===== config.mk =====
export PLATFORM = sky130hd
export DESIGN_NAME = subword_wr_bridge
export DESIGN_NICKNAME = d
export VERILOG_FILES = /design/src/rtl/sbw_pkg.sv /design/src/rtl/sbw_shadow.sv /design/src/rtl/sbw_gap_timer.sv /design/src/rtl/subword_wr_bridge.sv
export SDC_FILE = /design/constraint.sdc
export NUM_CORES = 1
export LEC_CHECK = 0
export BUFFER_PORTS_ARGS = -buffer_cell sky130_fd_sc_hd__buf_4
export CAP_MARGIN = 15
export CORE_MARGIN = 2
export CORE_UTILIZATION = 30
export CTS_BUF_LIST = sky130_fd_sc_hd__clkbuf_8
export DETAILED_ROUTE_END_ITERATION = 8
export PLACE_DENSITY_LB_ADDON = 0.12
export RECOVER_POWER = 100
export SLEW_MARGIN = 20
export SYNTH_ARGS = -nofsm -noshare
export SYNTH_HDL_FRONTEND = slang
export SYNTH_SLANG_ARGS = --single-unit

===== constraint.sdc =====
create_clock -name clk -period 3.2 [get_ports clk]
set_clock_uncertainty 0.2 [all_clocks]
set_input_delay 0.32 -clock clk [delete_from_list [all_inputs] [get_ports clk]]
set_output_delay 0.32 -clock clk [all_outputs]
set_load 0.01 [all_outputs]

===== src/rtl/sbw_pkg.sv =====
package sbw_pkg;
  localparam int unsigned DW = 32;

  typedef enum logic [1:0] {SZ_BYTE = 2'd0, SZ_HALF = 2'd1, SZ_WORD = 2'd2} size_e;
  typedef enum logic [2:0] {S_IDLE, S_RDREQ, S_RDWAIT, S_WRREQ, S_GAP} st_e;

  function automatic logic [4:0] lane_shift(input logic [1:0] lane);
    return {lane, 3'b000};
  endfunction

  function automatic logic [DW-1:0] size_mask(input size_e sz);
    case (sz)
      SZ_BYTE: return 32'h0000_00ff;
      SZ_HALF: return 32'h0000_ffff;
      default: return 32'hffff_ffff;
    endcase
  endfunction

  // replace one lane of a word
  function automatic logic [DW-1:0] merge_lane(input logic [DW-1:0] base,
                                              input logic [DW-1:0] val,
                                              input logic [1:0] lane,
                                              input size_e sz);
    logic [DW-1:0] m;
    m = size_mask(sz) << lane_shift(lane);
    return (base & ~m) | ((val & size_mask(sz)) << lane_shift(lane));
  endfunction

  function automatic logic [DW-1:0] pick_lane(input logic [DW-1:0] word,
                                             input logic [1:0] lane,
                                             input size_e sz);
    return (word >> lane_shift(lane)) & size_mask(sz);
  endfunction
endpackage


===== src/rtl/sbw_shadow.sv =====
module sbw_shadow
  import sbw_pkg::*;
(
  input  logic          clk,
  input  logic          rst_n,
  input  logic          blk_we,
  input  logic          cmd_we,
  input  logic          blk_clr,
  input  logic [1:0]    lane,
  input  logic [DW-1:0] val,
  output logic [DW-1:0] blk_q,
  output logic [DW-1:0] cmd_q,
  output logic [DW-1:0] cmd_next
);
  logic [DW-1:0] blk_next;

  always_comb begin
    blk_next = merge_lane(blk_q, val, lane, SZ_HALF);
    cmd_next = merge_lane(cmd_q, val, lane, SZ_HALF);
  end

  always_ff @(posedge clk or negedge rst_n) begin
    if (!rst_n) begin
      blk_q <= '0;
      cmd_q <= '0;
    end else begin
      if (blk_clr)     blk_q <= '0;
      else if (blk_we) blk_q <= blk_next;
      if (cmd_we)      cmd_q <= cmd_next;
    end
  end
endmodule


===== src/rtl/sbw_gap_timer.sv =====
module sbw_gap_timer #(
  parameter int unsigned CYC_PER_US  = 100,
  parameter int unsigned KHZ_W       = 16,
  parameter int unsigned SLOW_KHZ    = 400,
  parameter int unsigned GAP_PERIODS = 4,
  parameter int unsigned ZERO_KHZ_US = 10
) (
  input  logic             clk,
  input  logic             rst_n,
  input  logic             start,
  input  logic [KHZ_W-1:0] khz,
  output logic             busy
);
  localparam int unsigned PW  = (CYC_PER_US > 1) ? $clog2(CYC_PER_US) : 1;
  localparam int unsigned UW  = $clog2(ZERO_KHZ_US + 1);
  localparam int unsigned TH  = GAP_PERIODS * 1000;
  localparam int unsigned ACW = 32;

  logic [PW-1:0]    presc;
  logic [UW-1:0]    us_cnt;
  logic [ACW-1:0]   acc;
  logic [KHZ_W-1:0] f_q;
  logic             tick, fin;

  always_comb begin
    tick = (presc == PW'(CYC_PER_US - 1));
    if (f_q == '0) fin = (us_cnt == UW'(ZERO_KHZ_US - 1));
    else           fin = ((acc + ACW'(f_q)) >= ACW'(TH));
  end

  // elapsed microseconds n grow until n*f reaches the period budget
  always_ff @(posedge clk or negedge rst_n) begin
    if (!rst_n) begin
      busy   <= 1'b0;
      presc  <= '0;
      us_cnt <= '0;
      acc    <= '0;
      f_q    <= '0;
    end else if (start) begin
      busy   <= (khz <= KHZ_W'(SLOW_KHZ));
      f_q    <= khz;
      presc  <= '0;
      us_cnt <= '0;
      acc    <= '0;
    end else if (busy) begin
      if (tick) begin
        presc  <= '0;
        us_cnt <= us_cnt + 1'b1;
        acc    <= acc + ACW'(f_q);
        if (fin) busy <= 1'b0;
      end else begin
        presc <= presc + 1'b1;
      end
    end
  end
endmodule


===== src/rtl/subword_wr_bridge.sv =====
module subword_wr_bridge
  import sbw_pkg::*;
#(
  parameter int unsigned AW            = 8,
  parameter int unsigned KHZ_W         = 16,
  parameter int unsigned CYC_PER_US    = 100,
  parameter int unsigned SLOW_KHZ      = 400,
  parameter int unsigned GAP_PERIODS   = 4,
  parameter int unsigned ZERO_KHZ_US   = 10,
  parameter int unsigned BLK_SIZE_OFS  = 'h04,
  parameter int unsigned BLK_CNT_OFS   = 'h06,
  parameter int unsigned XFER_MODE_OFS = 'h0C,
  parameter int unsigned COMMAND_OFS   = 'h0E
) (
  input  logic             clk,
  input  logic             rst_n,
  input  logic             req_valid,
  output logic             req_ready,
  input  logic             req_write,
  input  logic [1:0]       req_size,
  input  logic [AW-1:0]    req_addr,
  input  logic [DW-1:0]    req_wdata,
  output logic             rsp_valid,
  output logic [DW-1:0]    rsp_rdata,
  output logic             dn_valid,
  input  logic             dn_ready,
  output logic             dn_write,
  output logic [AW-1:0]    dn_addr,
  output logic [DW-1:0]    dn_wdata,
  input  logic             dn_rvalid,
  input  logic [DW-1:0]    dn_rdata,
  input  logic [KHZ_W-1:0] card_khz
);
  localparam logic [AW-1:0] LOW2  = AW'(3);
  localparam logic [AW-1:0] BS_A  = AW'(BLK_SIZE_OFS);
  localparam logic [AW-1:0] BC_A  = AW'(BLK_CNT_OFS);
  localparam logic [AW-1:0] TM_A  = AW'(XFER_MODE_OFS);
  localparam logic [AW-1:0] CM_A  = AW'(COMMAND_OFS);
  localparam logic [AW-1:0] BS_AL = BS_A & ~LOW2;
  localparam logic [AW-1:0] CM_AL = CM_A & ~LOW2;

  st_e           st;
  size_e         sz_in, op_size;
  logic [AW-1:0] op_addr, align;
  logic [1:0]    op_lane;
  logic [DW-1:0] op_wdata, nxt_data;
  logic          op_rmw, nxt_pend;
  logic          accept, is_half, hit_blk, hit_tm, hit_cmd;
  logic          blk_we, cmd_we, blk_clr, gap_start, gap_busy;
  logic [DW-1:0] blk_q, cmd_q, cmd_next;

  always_comb begin
    sz_in     = size_e'(req_size);
    align     = req_addr & ~LOW2;
    accept    = req_valid && (st == S_IDLE);
    is_half   = req_write && (sz_in == SZ_HALF);
    hit_blk   = is_half && ((req_addr == BS_A) || (req_addr == BC_A));
    hit_tm    = is_half && (req_addr == TM_A);
    hit_cmd   = is_half && (req_addr == CM_A);
    blk_we    = accept && hit_blk;
    cmd_we    = accept && hit_tm;
    blk_clr   = accept && hit_cmd && (blk_q != '0);
    req_ready = (st == S_IDLE);
    dn_valid  = (st == S_RDREQ) || (st == S_WRREQ);
    dn_write  = (st == S_WRREQ);
    dn_addr   = op_addr;
    dn_wdata  = op_wdata;
    gap_start = (st == S_WRREQ) && dn_ready;
  end

  sbw_shadow u_shadow (
    .clk      (clk),
    .rst_n    (rst_n),
    .blk_we   (blk_we),
    .cmd_we   (cmd_we),
    .blk_clr  (blk_clr),
    .lane     (req_addr[1:0]),
    .val      (req_wdata),
    .blk_q    (blk_q),
    .cmd_q    (cmd_q),
    .cmd_next (cmd_next)
  );

  sbw_gap_timer #(
    .CYC_PER_US  (CYC_PER_US),
    .KHZ_W       (KHZ_W),
    .SLOW_KHZ    (SLOW_KHZ),
    .GAP_PERIODS (GAP_PERIODS),
    .ZERO_KHZ_US (ZERO_KHZ_US)
  ) u_gap (
    .clk   (clk),
    .rst_n (rst_n),
    .start (gap_start),
    .khz   (card_khz),
    .busy  (gap_busy)
  );

  always_ff @(posedge clk or negedge rst_n) begin
    if (!rst_n) begin
      st        <= S_IDLE;
      op_addr   <= '0;
      op_lane   <= '0;
      op_size   <= SZ_WORD;
      op_wdata  <= '0;
      op_rmw    <= 1'b0;
      nxt_pend  <= 1'b0;
      nxt_data  <= '0;
      rsp_valid <= 1'b0;
      rsp_rdata <= '0;
    end else begin
      rsp_valid <= 1'b0;
      case (st)
        S_IDLE: if (accept) begin
          op_addr  <= align;
          op_lane  <= req_addr[1:0];
          op_size  <= sz_in;
          op_wdata <= req_wdata;
          op_rmw   <= 1'b0;
          if (!req_write) begin
            st <= S_RDREQ;
          end else if (sz_in == SZ_WORD) begin
            st <= S_WRREQ;
          end else if (hit_blk || hit_tm) begin
            st <= S_IDLE;
          end else if (hit_cmd) begin
            st <= S_WRREQ;
            if (blk_q != '0) begin
              op_addr  <= BS_AL;
              op_wdata <= blk_q;
              nxt_pend <= 1'b1;
              nxt_data <= cmd_next;
            end else begin
              op_wdata <= cmd_next;
            end
          end else begin
            op_rmw <= 1'b1;
            st     <= S_RDREQ;
          end
        end
        S_RDREQ: if (dn_ready) st <= S_RDWAIT;
        S_RDWAIT: if (dn_rvalid) begin
          if (op_rmw) begin
            op_wdata <= merge_lane(dn_rdata, op_wdata, op_lane, op_size);
            st       <= S_WRREQ;
          end else begin
            rsp_valid <= 1'b1;
            rsp_rdata <= pick_lane(dn_rdata, op_lane, op_size);
            st        <= S_IDLE;
          end
        end
        S_WRREQ: if (dn_ready) st <= S_GAP;
        S_GAP: if (!gap_busy) begin
          if (nxt_pend) begin
            op_addr  <= CM_AL;
            op_wdata <= nxt_data;
            nxt_pend <= 1'b0;
            st       <= S_WRREQ;
          end else begin
            st <= S_IDLE;
          end
        end
        default: st <= S_IDLE;
      endcase
    end
  end
endmodule


==> After elaboration in Yosys (flattened, before gate mapping) <==
Index checks and enable logic that the tools add are counted.
Widths: inputs -> output; s select.
{ "totals": {"ff_bits": 238, "inputBits": 96, "output_inout_bits": 76} }
{ "op_classes": {"add_sub_neg": 3, "magnitude_cmp": 2, "eq_ne": 25, "n_shift": 5, "mux": 70, "n_bitwise": 13, "reduce_logical": 30} }
{ "ops": {"columns": ["op", "count"], "rows": [
  ["$mux 32", 21],
  ["$and 32x32->32", 5],
  ["$or 32x32->32", 3],
  ["$pmux 32 s3", 1],
  ["$mux 8", 8],
  ["$not 32->32", 2],
  ["$pmux 32 s2", 1],
  ["$shl 32x5->32", 2],
  ["$add 32x16->32", 1],
  ["$ge 32x12->1 const B", 1],
  ["$reduce_bool 32->1", 1],
  ["$shl 16x5->32", 1],
  ["$shl 16x5->32 const A", 1],
  ["$shr 32x5->32", 1],
  ["$mux 7", 3],
  ["$mux 1", 19],
  ["$eq 8x3->1 const B", 2],
  ["$eq 8x4->1 const B", 2],
  ["$le 16x9->1 const B", 1],
  ["$logic_not 16->1", 1],
  ["$ne 2x2->1 const B", 8],
  ["$pmux 8 s2", 1],
  ["$mux 3", 5],
  ["$pmux 3 s5", 1],
  ["27 further kinds", 56]
]} }

==> Longest topological paths before layout <==
{ "logic_depth": {"depth_word": 12, "ltp_mapped": 11, "ltp_nobuf": 11} }

==> Cells and area by module <==
A second synthesis with hierarchy kept.
{ "hier_totals": {"hier_cells": 1394, "area_unflattened_um2": 13346.6} }
{ "by_module_without_submodules": {"columns": ["mod", "n_inst", "cells_each", "area_per_inst_um2"], "rows": [
  ["subword_wr_bridge", 1, 684, 6632.6],
  ["sbw_gap_timer", 1, 411, 3843.7],
  ["sbw_shadow", 1, 299, 2870.3]
]} }

==> Worst setup path before layout <==
Ideal clock, no wire load.
{ "synth_path": {"path_kind": "reg-to-reg", "start": "reg u_gap.f_q[0]", "end": "reg u_gap.busy", "setup_ns": 0.076, "arrival_ns": 2.607, "required_ns": 2.924, "path_slack_ns": 0.316, "path_stages_with_launch": 12, "path_buffers": 0, "period_less_slack_ns": 2.884, "path_cell_list": "dfrtp_1 -> ha_1 -> fa_1 -> a211oi_1 -> o211a_1 -> or2_2 -> o41a_1 -> xnor2_1 -> a221oi_1 -> nand4_1 -> a211o_1 -> o21ai_1"} }
{ "synth_via": {"elab_chain_len": 7} }
{ "synth_lines": {"columns": ["element", "line_no", "text"], "rows": [
  ["from (decl)", "sbw_gap_timer.sv:22", "logic [KHZ_W-1:0] f_q;"],
  ["from (signal assigned)", "sbw_gap_timer.sv:41", "f_q <= khz;"],
  ["$add 32x16->32", "sbw_gap_timer.sv:28", "else fin = ((acc + ACW'(f_q)) >= ACW'(TH));"],
  ["$ge 32x12->1", "sbw_gap_timer.sv:28", null],
  ["$mux 1 (*)", "sbw_gap_timer.sv:27", "if (f_q == '0) fin = (us_cnt == UW'(ZERO_KHZ_US - 1));"],
  ["$mux 1 (*)", "sbw_gap_timer.sv:50", "if (fin) busy <= 1'b0;"],
  ["$mux 1 (*)", "sbw_gap_timer.sv:46", "if (tick) begin"],
  ["$mux 1 (*)", "sbw_gap_timer.sv:45", "end else if (busy) begin"],
  ["$mux 1 (*)", "sbw_gap_timer.sv:39", "end else if (start) begin"],
  ["to (signal assigned)", "sbw_gap_timer.sv:40", "busy <= (khz <= KHZ_W'(SLOW_KHZ));"],
  ["to (decl)", "sbw_gap_timer.sv:12", "output logic busy"]
]} }
Mark *: on every way between the ends. The rest lies on a longest branch, timed or not.
A chain may end at the register's enable or synchronous reset.

==> Final worst setup path <==
{ "layout_path": {"start": "in req_addr[5]", "end": "reg op_wdata[5], in the netlist dn_wdata[5]"} }
{ "layout_via": {"elab_chain_len": 9} }
{ "layout_lines": {"columns": ["element", "line_no", "text"], "rows": [
  ["from (decl)", "subword_wr_bridge.sv:21", "input logic [AW-1:0] req_addr,"],
  ["$eq 8x3->1", "subword_wr_bridge.sv:57", "hit_blk = is_half && ((req_addr == BS_A) || (req_addr == BC_A));"],
  ["$logic_or 1x1->1", "subword_wr_bridge.sv:57", null],
  ["$logic_and 1x1->1", "subword_wr_bridge.sv:57", null],
  ["$logic_or 1x1->1", "subword_wr_bridge.sv:123", "end else if (hit_blk || hit_tm) begin"],
  ["$mux 32 (*)", "subword_wr_bridge.sv:123", null],
  ["$mux 32 (*)", "subword_wr_bridge.sv:121", "end else if (sz_in == SZ_WORD) begin"],
  ["$mux 32 (*)", "subword_wr_bridge.sv:119", "if (!req_write) begin"],
  ["$mux 32 (*)", "subword_wr_bridge.sv:113", "S_IDLE: if (accept) begin"],
  ["$pmux 32 s3 (*)", "subword_wr_bridge.sv:112", "case (st)"],
  ["to (signal assigned)", "subword_wr_bridge.sv:117", "op_wdata <= req_wdata;"],
  ["to (signal assigned)", "subword_wr_bridge.sv:129", "op_wdata <= blk_q;"],
  ["to (signal assigned)", "subword_wr_bridge.sv:133", "op_wdata <= cmd_next;"],
  ["to (decl)", "subword_wr_bridge.sv:46", "logic [DW-1:0] op_wdata, nxt_data;"]
]} }
Mark *: on every way between the ends. The rest lies on a longest branch, timed or not. The select of a mux whose other input is x is not followed.

==> results.py <==
metrics = {
    "outcome": {
        "status": "finished with violations",
        "failed_checks": "max-capacitance violations, max-slew violations",
    },
    "critical_path": {
        "crit_fanout": 16,
        "path_cells": "dlygate4sd3_1, clkbuf_4, or4b_1, nor4_4, nand3_1, or2_0, buf_4, nor3_1, nor2_1, a221oi_1, a21oi_1",
        "r2r-end": "u_gap.busy",
        "critPathSlowestCell": "or4b_1",
        "critPathTopFamily": "simple AND/OR/NAND/NOR gates",
        "startpoint_type": "input port",
        "worstSetupPathType": "in -> reg",
        "reg2reg_depth": 11,
        "worstSetupEndpointType": "flop",
        "rrSetupSlack_ns": 0.18,
        "critPathBufInv": 3,
        "worstPathArrival_ns": 3.31,
        "cp.required_ns": 3.48,
        "slowest_delay_ns": 0.57,
        "regToRegStartpoint": "u_gap.f_q[7]",
    },
    "place": {
        "port_buffers": 169,
        "pre_cts_slack_ns": -0.0119,
        "place_hpwl_mm": 36.0,
        "gp_congestion": 0.841,
        "dpl_cell_area_um2": 15500,
    },
    "logic_synthesis": {
        "netlist_area_um2": 13200,
        "synth_warnings": 0,
        "yosys.area.top_type": "dfrtp_1",
        "ys_ff_latch": 236,
        "synth_edf_count": 0,
        "ys_seq_area_share_pct": 44.7,
        "synth_common_cells": "dfrtp_1 (235), nand2_1 (235), nor2_1 (163)",
        "ys_types": 69,
        "synth.top_cells.by_area": "dfrtp_1 (44%), nand2_1 (6.7%), a21oi_1 (5.5%)",
        "ys.flop_type": "dfrtp_1",
        "synth_area_per_cell_um2": 8.55,
        "synth_cells": 1546,
        "synth_top_cell_area_share_pct": 44.5,
        "async_reset_ff_share_pct": 100,
    },
    "min_path": {
        "hp-class": "in -> reg",
        "worstHoldPathCells": 5,
        "holdPathEnd": "rsp_rdata[5]",
        "min_from": "dn_rdata[5]",
    },
    "job": {
        "drv_cap": 2,
    },
    "clocking": {
        "h-tree-depth": 2,
        "cts_tree": "yes",
        "clock-sinks": 236,
        "insertion_delay_ns": 0.64,
        "clk_pin_slew_worst_paths_ns": 0.06,
        "cts_made_buffers": 47,
        "cts_root_buf": "clkbuf_8",
        "clk_path_buf_depth": 3,
    },
    "global_route": {
        "grtUsageTotal_pct": 21.6,
        "grt_pass1_wl_mm": 77.3,
        "grt_max_degree": 79,
        "grt_pass1_vias": 12500,
        "overflow": 0,
        "antenna_found_initial": 0,
    },
    "route": {
        "antenna_left": 0,
        "routed_wl_mm": 49.7,
        "dr.pass1.iters": 6,
        "drc": 0,
        "routedWlPerCell_um": 20.2,
        "drtIter0Drc": 1021,
        "vias": 12700,
        "viasPerCell": 5.17,
    },
    "power_and_ir_drop": {
        "intPower_mw": 7.54,
        "p_comb_share_pct": 42.9,
        "total_power_mw": 13.3,
        "clkPwrFrac_pct": 22.8,
        "power_frac_seq_pct": 34.3,
        "power_density_nw_per_um2": 776,
        "p_sw_mw": 5.76,
        "leakage_nw": 7.49,
        "irDropWorstVdd_uv": 270,
        "switching_share_pct": 43.3,
    },
    "layout": {
        "final_area_um2": 17100,
        "drive_gt1_share_pct": 15.0,
        "n_antenna_cell": 0,
        "n_fill_cell": 4490,
        "nets": 1955,
        "fin_util_pct": 39.6,
        "area_delta_synth_final_pct": 29.6,
    },
    "timing": {
        "max-slew-margin-rel_pct": -48.4,
        "worst_slew_pin_slew_ns": 2.23,
        "setup_viol": 0,
        "period_share_pct": 94.6,
        "fin_ws_ns": 0.172,
        "fmax_mhz": 330,
        "drv_slew": 99,
        "hold_viol": 0,
        "final.min_clock_period_ns": 3.03,
    },
    "floorplanning": {
        "die_h_um": 214,
        "fp.dieW_um": 214,
        "placementRows": 76,
        "core_area_um2": 43300,
        "ioPinCount": 172,
        "die_area_um2": 45800,
        "initial_core_util_pct": 30.6,
    },
}
-- power groups by stage --
stage               Sequential (mW)  Clock (mW)  Combinational, mW
floorplan                      4.36           0               3.43
global placement               4.58           0               5.82
detailed placement             4.60           0               5.83
CTS                            4.55        3.14               5.98
global route                   4.67        3.30               6.33
finish                         4.56        3.03               5.70
-- worst max-delay path by stage --
stage | from | slack, ns | end | cells after the start
floorplan | u_gap.f_q[0] | 0.32 | u_gap.busy | 11
global placement | u_gap.f_q[1] | 0.08 | u_gap.busy | 10
detailed placement | u_gap.f_q[1] | -0.01 | u_gap.busy | 10
CTS | u_gap.f_q[1] | 0.02 | u_gap.busy | 10
global route | u_gap.f_q[3] | -0.0008 | u_gap.busy | 11
finish | req_addr[5] | 0.17 | dn_wdata[5] | 11
-- area by class of cell --
| cell class | count | area [µm²] | share of cell area [%] |
|---|---|---|---|
| multi-input cells | 1175 | 6920 | 40.3 |
| flip-flops and latches | 236 | 5910 | 34.5 |
| repair buffers | 346 | 2550 | 14.9 |
| clock buffers | 54 | 743 | 4.34 |
| well taps | 585 | 732 | 4.27 |
| clock inverters | 32 | 169 | 0.986 |
| inverters | 31 | 116 | 0.679 |
-- timing repair --
action,4_1_cts,5_1_grt
buffers inserted,0,5
setup endpoints to repair,0,1
gates resized for setup,0,23
hold buffers,94,0
hold endpoints to repair,228,0
-- registers in the layout (all words and copies together), names as in the netlist --
| name | cells |
|---|---|
| u_gap.us_cnt | 4 |
| dn_addr | 6 |
| u_gap.presc | 7 |
| dn_wdata | 32 |
| op_lane | 2 |
| u_gap.busy | 1 |
| st | 3 |
| op_size | 2 |
| u_shadow.blk_q | 32 |
| nxt_data | 32 |
| rsp_rdata | 32 |
| rsp_valid | 1 |
| op_rmw | 1 |
| u_gap.f_q | 16 |
| u_gap.acc | 32 |
| nxt_pend | 1 |
| u_shadow.cmd_q | 32 |
-- routing by layer --
metal | track usage, % | up-vias | part of all wire [%]
li1 | - | 6157 | -
met5 | 0 | - | 0
met4 | 5.76 | 0 | 2.0
met1 | 32.6 | 6125 | 50
met3 | 3.55 | 63 | 5.5
met2 | 31.7 | 362 | 43
-- placed cells by master (no fill, tap or decap), types with 8 or more instances in the layout --
master,Yosys,final
nand2_1,235,235
dfrtp_1,235,233
nor2_1,163,162
buf_4,2,155
o21ai_0,122,152
a21oi_1,144,143
dlygate4sd3_1,0,94
clkbuf_1,87,82
inv_1,29,54
clkbuf_8,0,54
a22oi_1,41,41
nor3_1,40,38
mux2i_1,33,33
a211oi_1,31,29
a22o_1,28,28
xor2_1,26,26
nor2b_1,25,25
a221oi_1,26,24
mux2_2,18,18
nand3_1,17,17
nor4_1,19,17
nand4_1,16,16
xnor2_1,14,14
ha_1,21,14
or3_1,14,13
o211ai_1,12,12
a31oi_1,11,11
o31ai_1,9,9
a221o_1,8,8
clkbuf_2,0,8
-- worst register-to-register path, delay by kind of cell (launching register included) --
family | cells | cell delay [ns]
AO/OA/AOI/OAI | 7 | 1.40
AND/OR/NAND/NOR | 2 | 0.43
flip-flops | 1 | 0.41
adder cells (fa/ha/maj) | 1 | 0.37
buffers and inverters | 1 | 0.16
-- per-stage QoR --
stage               cells  hold WS, ns   TNS [ns]
floorplan            1547       -0.176          0
global placement     2274        0.168          0
finish               2459       0.0795          0
detailed placement   2274        0.173    -0.0119
global route         2459       0.0942  -0.000757
CTS                  2454       0.0401          0
-- logic make-up (layout without fill, tap and decap cells) --
family	after synthesis	after routing	share of synthesized area (%)
compound gates	495	495	23.1
xor+xnor	40	40	2.65
fa+ha+maj	22	22	2.14
buf+inv	136	463	4.15
flops	236	236	44.7
mux	51	51	4.03
other cells	1	2	0.0284
simple gates	565	565	19.2
Power figures use the tool's default switching activity.
